<file path="config.mk">
export PLATFORM = sky130hd
export DESIGN_NAME = fma_special_resolve
export DESIGN_NICKNAME = d
export VERILOG_FILES = /design/src/rtl/fma_sr_pkg.sv /design/src/rtl/fma_sr_classify.sv /design/src/rtl/fma_sr_nan_select.sv /design/src/rtl/fma_sr_special_decide.sv /design/src/rtl/fma_special_resolve.sv
export SDC_FILE = /design/constraint.sdc
export NUM_CORES = 1
export LEC_CHECK = 0
export ABC_AREA = 1
export ABC_CLOCK_PERIOD_IN_PS = 3300
export BUFFER_PORTS_ARGS = -buffer_cell sky130_fd_sc_hd__buf_4
export CAP_MARGIN = 20
export CORE_MARGIN = 3
export CORE_UTILIZATION = 56
export CTS_CLUSTER_SIZE = 10
export DETAILED_ROUTE_END_ITERATION = 7
export PLACE_DENSITY = 0.95
export SYNTH_ARGS = -nofsm -noshare
export SYNTH_HDL_FRONTEND = slang
export SYNTH_SLANG_ARGS = --single-unit
</file>
<file path="constraint.sdc">
create_clock -name clk -period 3.3 [get_ports clk]
set_input_delay 0.66 -clock clk [delete_from_list [all_inputs] [get_ports clk]]
set_output_delay 0.66 -clock clk [all_outputs]
set_load 0.02 [all_outputs]
</file>
<file path="src/rtl/fma_sr_pkg.sv">
// Shared types for the FMA special-operand resolver.
// Assumes binary32-style layout: sign, exponent, fraction from MSB down.
package fma_sr_pkg;

    typedef enum logic [2:0] {
        CLS_ZERO   = 3'd0,
        CLS_DENORM = 3'd1,
        CLS_NORMAL = 3'd2,
        CLS_INF    = 3'd3,
        CLS_QNAN   = 3'd4,
        CLS_SNAN   = 3'd5
    } opclass_e;

    // Rounding-mode code for round toward minus infinity
    localparam logic [1:0] RM_TOWARD_NEG = 2'b11;

    // Operand slots in priority order for NaN selection
    localparam int SLOT_Z   = 0;
    localparam int SLOT_X   = 1;
    localparam int SLOT_Y   = 2;
    localparam int NUM_OPS  = 3;

endpackage

</file>
<file path="src/rtl/fma_sr_classify.sv">
// Classifies one floating-point operand by its exponent and fraction fields.
// Assumes the fraction MSB distinguishes quiet (1) from signaling (0) NaNs.
module fma_sr_classify
    import fma_sr_pkg::*;
#(
    parameter int EXP_W  = 8,
    parameter int FRAC_W = 23,
    localparam int WORD_W = 1 + EXP_W + FRAC_W
) (
    input  logic [WORD_W-1:0] operand,
    output opclass_e          cls
);

    logic [EXP_W-1:0]  exp_f;
    logic [FRAC_W-1:0] frac_f;

    assign exp_f  = operand[WORD_W-2 -: EXP_W];
    assign frac_f = operand[FRAC_W-1:0];

    // Decode class from field patterns
    always_comb begin
        if (exp_f == '1) begin
            if (frac_f == '0)
                cls = CLS_INF;
            else if (frac_f[FRAC_W-1])
                cls = CLS_QNAN;
            else
                cls = CLS_SNAN;
        end else if (exp_f == '0) begin
            cls = (frac_f == '0) ? CLS_ZERO : CLS_DENORM;
        end else begin
            cls = CLS_NORMAL;
        end
    end

endmodule

</file>
<file path="src/rtl/fma_sr_nan_select.sv">
// Picks the NaN that propagates: all signaling NaNs outrank all quiet NaNs,
// and within each group operand slot 0 outranks 1, which outranks 2.
// Assumes slots are ordered z, x, y by the caller.
module fma_sr_nan_select
    import fma_sr_pkg::*;
#(
    parameter int EXP_W  = 8,
    parameter int FRAC_W = 23,
    localparam int WORD_W = 1 + EXP_W + FRAC_W
) (
    input  logic [NUM_OPS-1:0][WORD_W-1:0] ops,
    input  opclass_e                        cls [NUM_OPS],
    output logic                            nan_hit,
    output logic                            nan_invalid,
    output logic [WORD_W-1:0]               nan_word
);

    logic [NUM_OPS-1:0] is_snan;
    logic [NUM_OPS-1:0] is_qnan;

    for (genvar g = 0; g < NUM_OPS; g++) begin : g_flag
        assign is_snan[g] = (cls[g] == CLS_SNAN);
        assign is_qnan[g] = (cls[g] == CLS_QNAN);
    end

    // Priority scan: highest slot first so the lowest slot wins last
    always_comb begin
        nan_hit     = 1'b0;
        nan_invalid = 1'b0;
        nan_word    = '0;
        if (is_snan != '0) begin
            nan_hit     = 1'b1;
            nan_invalid = 1'b1;
            for (int i = NUM_OPS - 1; i >= 0; i--) begin
                if (is_snan[i]) begin
                    nan_word             = ops[i];
                    nan_word[FRAC_W-1]   = 1'b1;
                end
            end
        end else if (is_qnan != '0) begin
            nan_hit = 1'b1;
            for (int i = NUM_OPS - 1; i >= 0; i--) begin
                if (is_qnan[i])
                    nan_word = ops[i];
            end
        end
    end

endmodule

</file>
<file path="src/rtl/fma_sr_special_decide.sv">
// Resolves infinity and zero cases of z +/- x*y once NaNs are excluded.
// Assumes no operand is a NaN (caller gives NaN selection priority).
module fma_sr_special_decide
    import fma_sr_pkg::*;
#(
    parameter int EXP_W  = 8,
    parameter int FRAC_W = 23,
    localparam int WORD_W = 1 + EXP_W + FRAC_W,
    parameter logic [WORD_W-1:0] DEFAULT_NAN = 32'h7FC0_0000
) (
    input  opclass_e          cls_z,
    input  opclass_e          cls_x,
    input  opclass_e          cls_y,
    input  logic [WORD_W-1:0] z_word,
    input  logic              sign_x,
    input  logic              sign_y,
    input  logic              negate,
    input  logic [1:0]        rmode,
    output logic              spec_hit,
    output logic              spec_invalid,
    output logic [WORD_W-1:0] spec_word
);

    logic prod_sign;
    logic sign_z;
    logic x_inf, y_inf, x_zero, y_zero, z_inf, z_zero;

    assign prod_sign = sign_x ^ sign_y ^ negate;
    assign sign_z    = z_word[WORD_W-1];
    assign x_inf     = (cls_x == CLS_INF);
    assign y_inf     = (cls_y == CLS_INF);
    assign x_zero    = (cls_x == CLS_ZERO);
    assign y_zero    = (cls_y == CLS_ZERO);
    assign z_inf     = (cls_z == CLS_INF);
    assign z_zero    = (cls_z == CLS_ZERO);

    // Case split on the product class, then on the addend
    always_comb begin
        spec_hit     = 1'b0;
        spec_invalid = 1'b0;
        spec_word    = '0;
        if ((x_inf && y_zero) || (x_zero && y_inf)) begin
            spec_hit     = 1'b1;
            spec_invalid = 1'b1;
            spec_word    = DEFAULT_NAN;
        end else if (x_inf || y_inf) begin
            spec_hit = 1'b1;
            if (z_inf && (sign_z != prod_sign)) begin
                spec_invalid = 1'b1;
                spec_word    = DEFAULT_NAN;
            end else begin
                spec_word = {prod_sign, {EXP_W{1'b1}}, {FRAC_W{1'b0}}};
            end
        end else if (x_zero || y_zero) begin
            spec_hit = 1'b1;
            if (z_zero && (sign_z != prod_sign))
                spec_word = {(rmode == RM_TOWARD_NEG), {(WORD_W-1){1'b0}}};
            else
                spec_word = z_word;
        end else if (z_inf) begin
            spec_hit  = 1'b1;
            spec_word = z_word;
        end
    end

endmodule

</file>
<file path="src/rtl/fma_special_resolve.sv">
// Top of the FMA special-operand resolver. Classifies z, x, y, merges the
// NaN and infinity/zero decisions, and registers the outcome with a valid.
// Assumes in_valid is low during reset; data registers load only on in_valid.
module fma_special_resolve
    import fma_sr_pkg::*;
#(
    parameter int EXP_W  = 8,
    parameter int FRAC_W = 23,
    localparam int WORD_W = 1 + EXP_W + FRAC_W,
    parameter logic [WORD_W-1:0] DEFAULT_NAN = 32'h7FC0_0000
) (
    input  logic              clk,
    input  logic              rst_n,
    input  logic              in_valid,
    input  logic              negate_prod,
    input  logic [1:0]        round_mode,
    input  logic [WORD_W-1:0] addend,
    input  logic [WORD_W-1:0] mul_a,
    input  logic [WORD_W-1:0] mul_b,
    output logic              out_valid,
    output logic              bypass,
    output logic              compute,
    output logic              invalid,
    output logic [WORD_W-1:0] result
);

    logic [NUM_OPS-1:0][WORD_W-1:0] ops;
    opclass_e                       cls [NUM_OPS];

    logic              nan_hit, nan_invalid;
    logic [WORD_W-1:0] nan_word;
    logic              spec_hit, spec_invalid;
    logic [WORD_W-1:0] spec_word;

    logic              nxt_bypass, nxt_invalid;
    logic [WORD_W-1:0] nxt_result;

    assign ops[SLOT_Z] = addend;
    assign ops[SLOT_X] = mul_a;
    assign ops[SLOT_Y] = mul_b;

    for (genvar g = 0; g < NUM_OPS; g++) begin : g_cls
        fma_sr_classify #(.EXP_W(EXP_W), .FRAC_W(FRAC_W)) u_cls (
            .operand (ops[g]),
            .cls     (cls[g])
        );
    end

    fma_sr_nan_select #(.EXP_W(EXP_W), .FRAC_W(FRAC_W)) u_nan (
        .ops         (ops),
        .cls         (cls),
        .nan_hit     (nan_hit),
        .nan_invalid (nan_invalid),
        .nan_word    (nan_word)
    );

    fma_sr_special_decide #(
        .EXP_W(EXP_W), .FRAC_W(FRAC_W), .DEFAULT_NAN(DEFAULT_NAN)
    ) u_dec (
        .cls_z        (cls[SLOT_Z]),
        .cls_x        (cls[SLOT_X]),
        .cls_y        (cls[SLOT_Y]),
        .z_word       (addend),
        .sign_x       (mul_a[WORD_W-1]),
        .sign_y       (mul_b[WORD_W-1]),
        .negate       (negate_prod),
        .rmode        (round_mode),
        .spec_hit     (spec_hit),
        .spec_invalid (spec_invalid),
        .spec_word    (spec_word)
    );

    // NaN outcome outranks the infinity/zero outcome
    always_comb begin
        if (nan_hit) begin
            nxt_bypass  = 1'b1;
            nxt_invalid = nan_invalid;
            nxt_result  = nan_word;
        end else begin
            nxt_bypass  = spec_hit;
            nxt_invalid = spec_invalid;
            nxt_result  = spec_word;
        end
    end

    // Output register stage with synchronous active-low reset
    always_ff @(posedge clk) begin
        if (!rst_n) begin
            out_valid <= 1'b0;
            bypass    <= 1'b0;
            compute   <= 1'b0;
            invalid   <= 1'b0;
            result    <= '0;
        end else begin
            out_valid <= in_valid;
            if (in_valid) begin
                bypass  <= nxt_bypass;
                compute <= !nxt_bypass;
                invalid <= nxt_invalid;
                result  <= nxt_result;
            end
        end
    end

endmodule

</file>
Yosys cells after proc, flatten, opt, wreduce, memory -nomap -nowiden
Cells that the tools add are included.

Order comparisons: 0. Add/subtract/negate cells: 0. Shift-type cells: 0. Multiply operators: 0. Reductions and logical operators: 19. Eq/ne operators: 14. Divide/modulo/power cells: 0. Multiplexer cells: 42. Bitwise gates (word level): 2.

Operators with widths (count): two-way mux 32 bit (15); zero test 23 bit (3); two-way mux 3 bit (9); equality test 8 bit (second input constant) (3); zero test 8 bit (3); equality test 3 bit (second input constant) (6); two-way mux 1 bit (18); equality test 3 x 2 -> 1 bit (second input constant) (3); zero test 3 bit (3); nonzero test 3 bit (2); logical AND 1 bit (4); logical OR 1 bit (3); equality test 2 bit (second input constant) (1); bitwise XOR 1 bit (2); zero test 1 bit (1); != test 1 bit (1).

RAM bits: 0. Input bits: 102. Output and inout port bits: 36. Bits in registers: 36. Memory bits (read-only): 0. Word-level logic and storage cells: 82. Memories: 0. Bits in latches: 0.

Depth between registers and ports, before layout
Depth in word-level cells: 11. Mapped depth: 16. Mapped depth without buffers: 16.

Modules after synthesis
Synthesis repeated with hierarchy kept, for this count alone.

Cells, all modules: 1098. Area total of the unflattened synthesis: 5660.4 µm².

By module, submodules not included: fma_sr_nan_select (area each 2635.0 µm², seq. area each 0.0 µm², times used 1, cells an instance 562); fma_special_resolve (area each 1770.4 µm², seq. area each 720.7 µm², times used 1, cells an instance 295); fma_sr_special_decide (area each 684.4 µm², seq. area each 0.0 µm², times used 1, cells an instance 118); fma_sr_classify (area each 190.2 µm², seq. area each 0.0 µm², times used 3, cells an instance 41).

Worst setup path before layout
Ideal clock, no wire load.

Kind: in2reg. Start point: input port mul_a[22]. End point: register result[27]. Buffers on the path: 1. Path slack: 1217 ps. Library setup time: 135 ps. Arrival: 1947 ps. Required time: 3165 ps. Cell stages on the path: 13. Path through: inv_2 nand2_1 nor2_4 nand3_4 nand3_2 buf_6 nand2_4 nor2_4 nand2_2 nor2_8 inv_2 o21ai_1 a21oi_1.

Cells in the longest elaborated chain, start to end: 10. Elaborated cells between the ends (all ways): 29. Classes of those cells: eq/ne: 3; mux: 17; reduce/logical: 9.

Ends and longest elaborated chain: start, declared (RTL line fma_special_resolve.sv:18) `input logic [WORD_W-1:0] mul_a,`; zero test 23 bit (RTL line fma_sr_classify.sv:23, fma_sr_classify.sv:30); two-way mux 1 bit (RTL line fma_sr_classify.sv:30) `cls = (frac_f == '0) ? CLS_ZERO : CLS_DENORM;`; two-way mux 3 bit (RTL line fma_sr_classify.sv:29) `end else if (exp_f == '0) begin`; two-way mux 3 bit * (RTL line fma_sr_classify.sv:22) `if (exp_f == '1) begin`; equality test 3 bit / zero test 3 bit (equally long branches) (RTL line fma_sr_nan_select.sv:23, fma_sr_special_decide.sv:32); two-way mux 32 bit / logical OR 1 bit (equally long branches) (RTL line fma_sr_nan_select.sv:43, fma_sr_special_decide.sv:54); two-way mux 32 bit, on equally long branches (RTL line fma_sr_nan_select.sv:43, fma_sr_special_decide.sv:54); two-way mux 32 bit, on equally long branches (RTL line fma_sr_nan_select.sv:40, fma_sr_special_decide.sv:46); two-way mux 32 bit, on equally long branches (RTL line fma_sr_nan_select.sv:31, fma_sr_special_decide.sv:42); two-way mux 32 bit * (RTL line fma_special_resolve.sv:75) `if (nan_hit) begin`; end signal, assigned (RTL line fma_special_resolve.sv:100) `result <= nxt_result;`; end, declared (RTL line fma_special_resolve.sv:24) `output logic [WORD_W-1:0] result`.

Mark *: on every way between the ends. The rest lies on a longest branch, timed or not. A chain may end at the register's enable or synchronous reset.

Worst setup path in the final report
Start point: input port mul_a[12]. End point: register bypass.

Cells in the longest elaborated chain, start to end: 10. Elaborated cells between the ends (all ways): 22. Classes of those cells: eq/ne: 3; mux: 10; reduce/logical: 9.

Ends and longest elaborated chain: zero test 23 bit * (RTL line fma_sr_classify.sv:23, fma_sr_classify.sv:30); two-way mux 1 bit (RTL line fma_sr_classify.sv:30); two-way mux 3 bit (RTL line fma_sr_classify.sv:29); two-way mux 3 bit * (RTL line fma_sr_classify.sv:22); zero test 3 bit (RTL line fma_sr_special_decide.sv:32) `assign x_zero = (cls_x == CLS_ZERO);`; logical OR 1 bit (RTL line fma_sr_special_decide.sv:54) `end else if (x_zero || y_zero) begin`; two-way mux 1 bit (RTL line fma_sr_special_decide.sv:54); two-way mux 1 bit (RTL line fma_sr_special_decide.sv:46) `end else if (x_inf || y_inf) begin`; two-way mux 1 bit (RTL line fma_sr_special_decide.sv:42) `if ((x_inf && y_zero) || (x_zero && y_inf)) begin`; two-way mux 1 bit * (RTL line fma_special_resolve.sv:75); end signal, assigned (RTL line fma_special_resolve.sv:97) `bypass <= nxt_bypass;`; end, declared (RTL line fma_special_resolve.sv:21) `output logic bypass,`.

Marks and branches as above.

==> run summary <==
cell row count = 30
pin count of the biggest net entering global routing = 50
# diodes = 0
vias per cell = 5.78
power share of the sequential group = 41.4%
Port Buffer Count = 137
Core Footprint = 0.00694 mm2
FFs w/ async S/R, synth = 0%
crit path kind = in2reg
Layout Cells excl Fill = 981
RD Place Congestion = 1.02
syn_nets = 867
detailed-route DRC error count = 0
# IOs = 138
max frequency = 0.383 GHz
Power Density = 213 mW/mm2
part of the cycle the worst path needs = 79.1%
number of CTS-inserted buffers = 5
worst-margin pin slew = 800 ps
Cell variety after synth = 37
worst setup path start = mul_a[12]
drt first pass iters = 5
switching pwr = 337 uW
unrepaired setup endpoints after global routing = false
setup_tns = 0 ps
GRT Util Overall = 36.4%
sequential fraction of the synthesis area = 17.6%
Leakage = 2.74 nW
switching share of total power = 30.4%
Internal = 771 uW
final antenna-violating net count = 0
clock group share of total power = 31.5%
most frequent cells in the layout = nand2_1 (253), buf_4 (144), nor2_1 (118)
clk_lat worst skew = 290 ps
CP Capture Type = flip-flop
Initial Utilization = 58.9%
initial antenna violation count = 0
vias in the first global route = 5,354
Design Power = 1.11 mW
total gr overflow = 0
Avg Cell Area, Syn = 5.35 um2
flops & latches, synth = 36
clock-pin slew on the worst setup and hold paths = 80 ps
vias after detailed routing = 5,670
Hold Crit Start = result[8]$_SDFFE_PN0P_
CP Data Required Time = 3440 ps
Hold Path Class = reg2reg
combined area of the multi-input logic cells = 0.00284 mm2
hpwl dp = 12,200 um
die width = 91.5 um
worst slack, placed = 496 ps
fin worst setup slack = 689 ps
filler cell count = 617
Synth Flop Type = dfxtp_1
Die H = 91.5 um
status = finished, final reports clean
final setup fails = 0
Critical Path Fanout Max = 12
endpoints failing hold = 0
peak supply drop = 0.284 mV
Routed WL = 15,800 um
Max H-tree Level = 2
TritonCTS clock tree = yes
Arr. time, crit path = 2750 ps
Clock Tree Buf Depth = 2
Post-synth EDFFs = 0
slew margin rel. = 46.6%
first-pass GRT wire length = 24,700 um
post-CTS resize count = 0
area occupied by registers = 721 um2
Area Growth Syn to Fin = 27.3%
Clock Sink Count = 36
DR iter-0 viols = 671
post-DR wirelength/cell = 16.1 um
Setup Buffers After CTS = 0
total number of yosys warnings = 0
RR Startpoint = bypass$_SDFFE_PN0P_
most common cell after layout, fill and taps aside = nand2_1
Cells after Synth = 765
root buffer cell = clkbuf_8
Placed Area = 0.00511 mm2
Max Slew Vio Count = 0
Logic pwr share = 27.2%
Final nets = 987
clk_skew = 0 ps
max cap viols = 0
dpl cells = 974
synthesized area = 0.00409 mm2
CP startpoint kind = input pin
post-route minimum period = 2610 ps
Hold Buf Count CTS = 0
fin area = 0.00521 mm2
share of layout cells above drive strength 1 = 22.5%
Die ar. = 0.00837 mm2
==> registers in the layout, indices dropped and copies added, names as in the netlist <==
register / cells
compute: 1
invalid: 1
out_valid: 1
bypass: 1
result: 32
==> metrics by stage <==
step           util, %  hold WS [ps]
2_1_floorplan        -           545
3_3_place_gp      73.6           454
3_5_place_dp      73.6           458
4_1_cts           75.0           470
5_1_grt           75.0           494
6_report          75.0           469
==> power by group through the flow <==
stage | Clock, mW | Sequential (mW) | Combinational (mW)
2_1_floorplan | 0 | 0.484 | 0.104
6_report | 0.349 | 0.459 | 0.301
5_1_grt | 0.370 | 0.460 | 0.326
4_1_cts | 0.348 | 0.458 | 0.295
3_3_place_gp | 0 | 0.468 | 0.289
3_5_place_dp | 0 | 0.468 | 0.294
==> layout make-up <==
type	count	area share (%)
inverters	93	6.70
clock buffers	7	1.85
multi-input cells	605	54.5
well taps	96	2.31
repair buffers	144	20.8
flip-flops and latches	36	13.8
==> worst max-delay path, stage by stage <==
cell	delay, ps
buf_4	120
nor2_1	200
nand2_1	100
nor2_2	200
nand3_4	140
nand3_2	260
nand2_4	100
nor2_4	310
nand2_2	180
nor2_8	200
nand2_1	100
nand2_1	80
a21oi_1	90
==> cell usage after synthesis, drive strengths merged, types with 5 or more instances <==
| cell | number | area share [%] |
|---|---|---|
| nand2 | 263 | 25 |
| nor2 | 134 | 15 |
| inv | 92 | 8.4 |
| o21ai | 67 | 8.3 |
| nand3 | 65 | 9.4 |
| dfxtp | 36 | 18 |
| a21oi | 28 | 3.8 |
| nand4 | 20 | 3.4 |
| buf | 17 | 3.1 |
| clkbuf | 14 | 1.3 |
| nor3 | 11 | 1.3 |
| o211ai | 5 | 1.3 |
| o22ai | 5 | 0.76 |
==> cell families after synthesis <==
group / share of synthesized area, %
buffers and inverters: 13.0
AO/OA/AOI/OAI: 14.5
AND/OR/NAND/NOR: 54.9
flip-flops: 17.6
==> layer usage <==
layer | part of all wire (%) | GRT usage, % | vias to the layer above
met5 | 0 | 0 | -
met4 | 5.3 | 18.7 | 0
met3 | 12 | 6.46 | 79
met2 | 47 | 61.8 | 411
met1 | 35 | 43.6 | 2515
li1 | - | - | 2665
==> final timing paths <==
path                            endpoint  depth (start not counted)  slack (ps)
hold reg to reg   result[8]$_SDFFE_PN0P_                          2         470
setup reg to reg     bypass$_SDFFE_PN0P_                          2        2500
hold / removal    result[8]$_SDFFE_PN0P_                          2         470
setup / recovery     bypass$_SDFFE_PN0P_                         13         690
(Power assumes the default switching activity.)
